## src/rtl/hp_pkg.sv

```systemverilog
package hp_pkg;
    typedef enum logic {
        PROTO_SPLIT = 1'b0,
        PROTO_RWDS  = 1'b1
    } hp_proto_e;
endpackage

```

## src/rtl/hp_sync.sv

```systemverilog
module hp_sync #(
    parameter int          W      = 1,
    parameter int          STAGES = 2,
    parameter logic [W-1:0] RST_V = '0
) (
    input  logic         clk,
    input  logic         rst_n,
    input  logic [W-1:0] d,
    output logic [W-1:0] q
);
    logic [W-1:0] pipe_q [STAGES];
    logic [W-1:0] pipe_d [STAGES];

    always_comb begin
        pipe_d[0] = d;
        for (int s = 1; s < STAGES; s++) begin
            pipe_d[s] = pipe_q[s-1];
        end
    end

    generate
        for (genvar g = 0; g < STAGES; g++) begin : g_stage
            always_ff @(posedge clk or negedge rst_n) begin
                if (!rst_n) pipe_q[g] <= RST_V;
                else        pipe_q[g] <= pipe_d[g];
            end
        end
    endgenerate

    assign q = pipe_q[STAGES-1];
endmodule

```

## src/rtl/hp_decode.sv

```systemverilog
module hp_decode #(
    parameter int BYTE_W = 8
) (
    input  logic              clk,
    input  logic              rst_n,
    input  hp_pkg::hp_proto_e proto,
    input  logic              cs_n,
    input  logic              ctl_a,
    input  logic              ctl_b,
    input  logic              byte_hi,
    input  logic [BYTE_W-1:0] din,
    output logic              xfer_end,
    output logic              xfer_rd,
    output logic              xfer_hi,
    output logic [BYTE_W-1:0] xfer_data
);
    typedef struct packed {
        logic              active;
        logic              rd;
        logic              hi;
        logic [BYTE_W-1:0] data;
    } dec_t;

    dec_t st_d, st_q;
    logic act_now, rd_now;

    always_comb begin
        if (proto == hp_pkg::PROTO_SPLIT) begin
            act_now = !cs_n && (!ctl_a || !ctl_b);
            rd_now  = !ctl_a;
        end else begin
            act_now = !cs_n && !ctl_b;
            rd_now  = ctl_a;
        end
        st_d        = st_q;
        st_d.active = act_now;
        if (act_now) begin
            st_d.rd   = rd_now;
            st_d.hi   = byte_hi;
            st_d.data = din;
        end
        xfer_end  = st_q.active && !act_now;
        xfer_rd   = st_q.rd;
        xfer_hi   = st_q.hi;
        xfer_data = st_q.data;
    end

    always_ff @(posedge clk or negedge rst_n) begin
        if (!rst_n) st_q <= '0;
        else        st_q <= st_d;
    end
endmodule

```

## src/rtl/hp_regs.sv

```systemverilog
module hp_regs #(
    parameter int BYTE_W = 8,
    localparam int WORD_W = 2 * BYTE_W
) (
    input  logic              clk,
    input  logic              rst_n,
    input  logic              wide,
    input  logic              xfer_end,
    input  logic              xfer_rd,
    input  logic              xfer_hi,
    input  logic [BYTE_W-1:0] xfer_data,
    input  logic              core_out_we,
    input  logic [WORD_W-1:0] core_out_wdata,
    input  logic              core_in_ack,
    output logic [WORD_W-1:0] out_word,
    output logic              out_full,
    output logic [WORD_W-1:0] in_word,
    output logic              in_full
);
    typedef struct packed {
        logic [WORD_W-1:0] out_word;
        logic              out_full;
        logic [WORD_W-1:0] in_word;
        logic              in_full;
        logic [BYTE_W-1:0] stage;
    } regs_t;

    regs_t st_d, st_q;
    logic  wr_done, rd_done;

    always_comb begin
        st_d    = st_q;
        wr_done = 1'b0;
        rd_done = 1'b0;
        if (xfer_end && !xfer_rd) begin
            if (!wide) begin
                st_d.in_word = {{BYTE_W{1'b0}}, xfer_data};
                wr_done      = 1'b1;
            end else if (!xfer_hi) begin
                st_d.stage = xfer_data;
            end else begin
                st_d.in_word = {xfer_data, st_q.stage};
                wr_done      = 1'b1;
            end
        end
        if (xfer_end && xfer_rd && (!wide || xfer_hi)) begin
            rd_done = 1'b1;
        end
        if (wr_done)          st_d.in_full = 1'b1;
        else if (core_in_ack) st_d.in_full = 1'b0;
        if (core_out_we) begin
            st_d.out_word = core_out_wdata;
            st_d.out_full = 1'b1;
        end else if (rd_done) begin
            st_d.out_full = 1'b0;
        end
    end

    always_ff @(posedge clk or negedge rst_n) begin
        if (!rst_n) st_q <= '0;
        else        st_q <= st_d;
    end

    assign out_word = st_q.out_word;
    assign out_full = st_q.out_full;
    assign in_word  = st_q.in_word;
    assign in_full  = st_q.in_full;
endmodule

```

## src/rtl/hp_port.sv

```systemverilog
module hp_port #(
    parameter int BYTE_W      = 8,
    parameter int SYNC_STAGES = 2,
    localparam int WORD_W     = 2 * BYTE_W,
    localparam int SYNC_W     = BYTE_W + 4
) (
    input  logic              clk,
    input  logic              rst_n,
    input  logic              cfg_proto,
    input  logic              cfg_wide,
    input  logic              hp_cs_n,
    input  logic              hp_ctl_a,
    input  logic              hp_ctl_b,
    input  logic              hp_byte_hi,
    input  logic [BYTE_W-1:0] hp_din,
    output logic [BYTE_W-1:0] hp_dout,
    output logic              hp_doe,
    input  logic              core_out_we,
    input  logic [WORD_W-1:0] core_out_wdata,
    output logic              out_full,
    input  logic              core_in_ack,
    output logic [WORD_W-1:0] in_word,
    output logic              in_full
);
    localparam logic [SYNC_W-1:0] SYNC_RST = {3'b111, 1'b0, {BYTE_W{1'b0}}};

    logic [SYNC_W-1:0] pins_raw, pins_s;
    logic              cs_n_s, ctl_a_s, ctl_b_s, hi_s;
    logic [BYTE_W-1:0] din_s;
    logic              xfer_end, xfer_rd, xfer_hi;
    logic [BYTE_W-1:0] xfer_data;
    logic [WORD_W-1:0] out_word;
    hp_pkg::hp_proto_e proto;

    assign proto    = hp_pkg::hp_proto_e'(cfg_proto);
    assign pins_raw = {hp_cs_n, hp_ctl_a, hp_ctl_b, hp_byte_hi, hp_din};
    assign {cs_n_s, ctl_a_s, ctl_b_s, hi_s, din_s} = pins_s;

    hp_sync #(.W(SYNC_W), .STAGES(SYNC_STAGES), .RST_V(SYNC_RST)) u_sync (
        .clk(clk), .rst_n(rst_n), .d(pins_raw), .q(pins_s)
    );

    hp_decode #(.BYTE_W(BYTE_W)) u_dec (
        .clk(clk), .rst_n(rst_n), .proto(proto),
        .cs_n(cs_n_s), .ctl_a(ctl_a_s), .ctl_b(ctl_b_s),
        .byte_hi(hi_s), .din(din_s),
        .xfer_end(xfer_end), .xfer_rd(xfer_rd), .xfer_hi(xfer_hi),
        .xfer_data(xfer_data)
    );

    hp_regs #(.BYTE_W(BYTE_W)) u_regs (
        .clk(clk), .rst_n(rst_n), .wide(cfg_wide),
        .xfer_end(xfer_end), .xfer_rd(xfer_rd), .xfer_hi(xfer_hi),
        .xfer_data(xfer_data),
        .core_out_we(core_out_we), .core_out_wdata(core_out_wdata),
        .core_in_ack(core_in_ack),
        .out_word(out_word), .out_full(out_full),
        .in_word(in_word), .in_full(in_full)
    );

    // Bus drive follows the raw pins so read data needs no sync latency.
    always_comb begin
        if (proto == hp_pkg::PROTO_SPLIT) hp_doe = !hp_cs_n && !hp_ctl_a;
        else                              hp_doe = !hp_cs_n && !hp_ctl_b && hp_ctl_a;
        hp_dout = (cfg_wide && hp_byte_hi) ? out_word[WORD_W-1:BYTE_W]
                                           : out_word[BYTE_W-1:0];
    end
endmodule

```

## config.mk

```make
export PLATFORM = sky130hd
export DESIGN_NAME = hp_port
export DESIGN_NICKNAME = d
export VERILOG_FILES = /design/src/rtl/hp_pkg.sv /design/src/rtl/hp_sync.sv /design/src/rtl/hp_decode.sv /design/src/rtl/hp_regs.sv /design/src/rtl/hp_port.sv
export SDC_FILE = /design/constraint.sdc
export NUM_CORES = 1
export LEC_CHECK = 0
export CAP_MARGIN = 25
export CELL_PAD_IN_SITES_DETAIL_PLACEMENT = 0
export CELL_PAD_IN_SITES_GLOBAL_PLACEMENT = 1
export CORE_MARGIN = 10
export CORE_UTILIZATION = 42
export CTS_CLUSTER_DIAMETER = 30
export CTS_CLUSTER_SIZE = 12
export DETAILED_ROUTE_END_ITERATION = 8
export MAX_ROUTING_LAYER = met4
export PLACE_DENSITY = 0.86
export SYNTH_ARGS = -nofsm -noshare
export SYNTH_HDL_FRONTEND = slang
export SYNTH_SLANG_ARGS = --single-unit
```

## constraint.sdc

```tcl
create_clock -name clk -period 2.2 [get_ports clk]
set_input_delay 0.44 -clock clk [delete_from_list [all_inputs] [get_ports clk]]
set_output_delay 0.44 -clock clk [all_outputs]
set_load 0.005 [all_outputs]
```

Yosys cells after proc, flatten, opt, wreduce, memory -nomap -nowiden

Index checks and enable logic that the tools add are counted.

Flip-flop bits (word level): 77
Input port bits: 34
Output and inout port bits: 27
Logic and storage cells: 52

Equality and inequality tests: 1
Multiplexer cells: 14
Bitwise operators: 1
Reductions and logical operators: 25

Operators by type and width:

| kind                                                            | number |
|---|---|
| 16-bit 2-to-1 mux                                               | 2 |
| 1-bit 2-to-1 mux                                                | 11 |
| 1-bit logical AND                                               | 10 |
| 1-bit zero test                                                 | 9 |
| 8-bit 2-to-1 mux                                                | 1 |
| 2-bit nonzero test                                              | 2 |
| 3-bit AND reduction                                             | 1 |
| 1-bit logical OR                                                | 2 |
| 2-bit by 1-bit != test with 1-bit output, second input constant | 1 |
| 2-bit AND reduction                                             | 1 |
| 1-bit NOT                                                       | 1 |

Depth between registers and ports, before layout

Word-level depth: 11
Depth in mapped cells: 5

Hierarchy

From an unflattened synthesis, not the netlist that was laid out.

Cell total of the unflattened synthesis: 255
Area, all modules: 3419.5 µm²

By module, submodules not included:

| module    | instances | cells an instance | area each (µm²) | sequential area each (µm²) |
|---|---|---|---|---|
| hp_regs   | 1         | 151               | 2006.9          | 1051.0 |
| hp_decode | 1         | 68                | 689.4           | 275.3 |
| hp_sync   | 1         | 24                | 608.1           | 608.1 |
| hp_port   | 1         | 12                | 115.1           | 0.0 |

Worst setup path after synthesis

No wires, ideal clock.

Path type: input to register
Start point: input port cfg_wide
End point: register u_regs.st_q, in the netlist u_regs.in_word[7]
Library setup time: 0.125 ns
Data arrival time: 1.749 ns
Required time: 2.075 ns
Slack: 0.326 ns
Cell stages on the path: 5
Path buffers: 2
Cells stage by stage: buf_6 nor2b_4 a2111oi_4 buf_6 mux2_4

Cells in the longest elaborated chain, start to end: 2
Elaborated cells between the ends (all ways): 3
Those cells by class: eq/ne (1); mux (1); reduce/logical (1)

Ends and longest elaborated chain:

| what                                               | RTL line      | source |
|---|---|---|
| from (decl)                                        | hp_port.sv:10 | `input logic cfg_wide,` |
| 2-bit by 1-bit != test with 1-bit output (no line) | -             |  |
| 2-bit AND reduction (no line)                      | -             |  |
| to (signal assigned)                               | hp_regs.sv:61 | `else st_q <= st_d;` |
| to (decl)                                          | hp_regs.sv:28 | `regs_t st_d, st_q;` |

Several ways; a longest one is shown, not always the timed one.
A chain may end at the register's enable or synchronous reset.

Worst setup path after layout

Start point: input port cfg_wide
End point: output port hp_dout[7]

Cells in the longest elaborated chain, start to end: 2

Ends and longest elaborated chain:

| what              | RTL line      | source |
|---|---|---|
| 1-bit logical AND | hp_port.sv:65 | `hp_dout = (cfg_wide && hp_byte_hi) ? out_word[WORD_W-1:BYTE_W]` |
| 8-bit 2-to-1 mux  | hp_port.sv:65 |  |
| to (decl)         | hp_port.sv:16 | `output logic [BYTE_W-1:0] hp_dout,` |

Every way passes these cells.

==> results <==
power breakdown:
group          switching [W]  internal, W
Combinational       0.000253     0.000549
Sequential          0.000140      0.00169
Clock               0.000498     0.000672
Total               0.000891      0.00291
synth_stat cells, types with 2 or more instances:
cell type | count | area (um^2)
buf_4 | 16 | 120.1
buf_6 | 2 | 22.52
clkbuf_1 | 2 | 7.510
dfrtp_1 | 71 | 1777
dfstp_2 | 6 | 157.7
inv_1 | 13 | 48.80
mux2_2 | 56 | 630.6
mux2i_1 | 8 | 80.08
nand2_1 | 9 | 33.78
nor2_1 | 3 | 11.26
state kept, by name, summed over array words and instances (netlist names), 8 cells and up:
register         cells
u_regs.st_q          8
u_sync.pipe_d       12
u_regs.out_word     16
u_dec.xfer_data      8
u_regs.in_word      16
u_sync.q            12
worst min-delay path by stage:
stage	startpoint	to	slack [ps]
CTS	rst_n	u_regs.in_word[5]	20
finish	rst_n	u_regs.in_word[5]	20
global route	rst_n	u_regs.in_word[5]	30
detailed placement	u_sync.pipe_d[3]	u_sync.q[3]	330
global placement	u_sync.pipe_d[1]	u_sync.q[1]	330
floorplan	rst_n	u_dec.st_q[10]	140
cell type report:
cell class                      count  area (um^2)  share of cell area [%]
Inverter                           13        48.80                   1.233
Sequential cell                    77         1934                   48.88
Clock inverter                      5        83.83                   2.118
Tap cell                           96        120.1                   3.035
Timing Repair Buffer               75        729.5                   18.43
Multi-Input combinational cell     90        899.6                   22.73
Clock buffer                       11        141.4                   3.573
worst reg2reg max path, stage by stage, from the launching register on:
cell and delay (ps):
dfstp_2 560, o21ai_2 100, a2111oi_4 380, buf_4 230, mux2_2 340
stage by stage:
step	instance area, um^2	setup slack, ps
floorplan	3039	325.7
global placement	3736	-161.9
CTS	3953	15.72
detailed placement	3736	-176.1
global route	3958	181.0
finish	3958	223.9
cells by family (layout without fill, tap and decap cells):
logic type / Yosys count / count (layout) / share of synthesized area (%)
AOI/OAI and AO/OA: 9 / 9 / 3.047
buffers and inverters: 35 / 104 / 6.834
and+or+nand+nor: 15 / 15 / 2.305
muxes: 65 / 65 / 23.88
xor gates and xnor gates: 1 / 1 / 0.2882
DFF: 77 / 77 / 63.65
what timing repair did:
| item | CTS | global route |
|---|---|---|
| pin swaps | 0 | 1 |
| resized for setup | 10 | 2 |
| endpoints found under the hold margin | 0 | 0 |
| setup endpoints to repair | 8 | 2 |
layer usage:
layer / part of all wire, % / vias up / global-route usage [%] / wire length, um
met5: 0 / - / - / 0
met4: 1.4 / 0 / 4.706 / 74
met3: 9.3 / 10 / 6.388 / 496
met2: 44 / 52 / 14.46 / 2358
met1: 45 / 833 / 12.35 / 2430
li1: - / 796 / - / -
==> out/metrics.yaml <==
power.density_mw_per_mm2: 960.7
cts.clk_slew.worst_paths_ps: 80
wl_per_cell_um: 14.61
r2r_start: "u_sync.q[10]"
design.core.area_mm2: 0.006907
cp_common_cell: "dlygate4sd2_1"
synth-edff-count: 0
hold_ws_ps: 22.55
finish.utilization_pct: 57.30
grtUsageTotal_pct: 10.67
cts-root-buf: "clkbuf_8"
hold_path_class: "input pin to asynchronous set/reset pin"
vdd.ir_drop.worst_mv: 0.4307
fin_crit_sh_pct: 89.82
first_iter_violations: 35
tns_ps: 0
insertedDiodeCount: 0
rows: 30
critPathTopFamily: "buffers and inverters"
die-height_um: 105.1
first_pass_iters: 6
synthCells: 202
period_needed_ps: 1976
place.gp.congestion: 0.7179
numCtsBuffers: 9
finalPower_w: 0.003802
drive_gt1_share_pct: 36.53
worstMarginPinSlew_ps: 452.1
cts_hold_buf: 0
async_reset_ff_share_pct: 100.0
io_pins: 61
final_common_cell: "dfrtp_1"
r2r_cells: 4
p_leak_nw: 1.740
ctsLongestPathBuffers: 2
final-hold-violation-count: 0
grt_pass1_wl_um: 9094
setup.worst_path.end: "hp_dout[7]"
outcome: "finished, final reports clean"
route.vias.total: 1691
max-cap-violations: 0
critPathLaunch: "cfg_wide"
synth-main-ff-cell: "dfrtp_1"
syn_nets: 236
cp_slowest_cell: "mux2_2"
fin_nets: 300
grt_overflow_total: 0
worst-path-buf-inv: 3
crit_arrival_ps: 1540
critical_path_depth: 5
clkSinkCount: 77
die_area_mm2: 0.01104
drc: 0
crit_fanout: 8
dpl.cell_count: 351
wl_um: 5361
ys_ff_latch: 77
critical_path_class: "input pin to primary output"
cts-htree-levels: 3
grt_setup_unrepaired: "no"
viasPerCell: 4.608
antenna_found_initial: 0
critPathMaxStageDelay_ps: 330
grt_pass1_vias: 1826
crit_chain: "dlygate4sd2_1 > nand2_2 > buf_12 > mux2_2 > dlygate4sd2_1"
finalNonFillerCells: 367
timing.rr.end: "u_regs.in_word[0]"
r2r_slack_ps: 460
synth_area_per_cell_um2: 15.05
cp-start-kind: "input pin"
relSlewSlack_pct: 69.08
cp.required_ps: 1760
setup_viol: 0
yosys_warnings: 0
finClkSkew_ps: 9.766
area_delta_synth_final_pct: 30.22
cp-end-kind: "primary output"
fp.dieW_um: 105.1
synth_cell_types: 26
dp_hpwl_um: 3942
io_buffer_count: 60
grt_start_max_net_pins: 49
initial_core_util_pct: 44.00
synthesis.area_mm2: 0.003039
fillers: 583
drtAntennaViolNets: 0
post_cts_buffers: 0
drv_slew: 0
yosysSeqAreaShare_pct: 63.65
final_cell_mix: "71 x dfrtp_1, 56 x mux2_2, 48 x clkdlybuf4s50_1, 14 x buf_4, 13 x inv_1"
maxClockFrequency_mhz: 506.0
cts_tree: "done"
clock_latency_ps: 340
(Power assumes the default switching activity.)
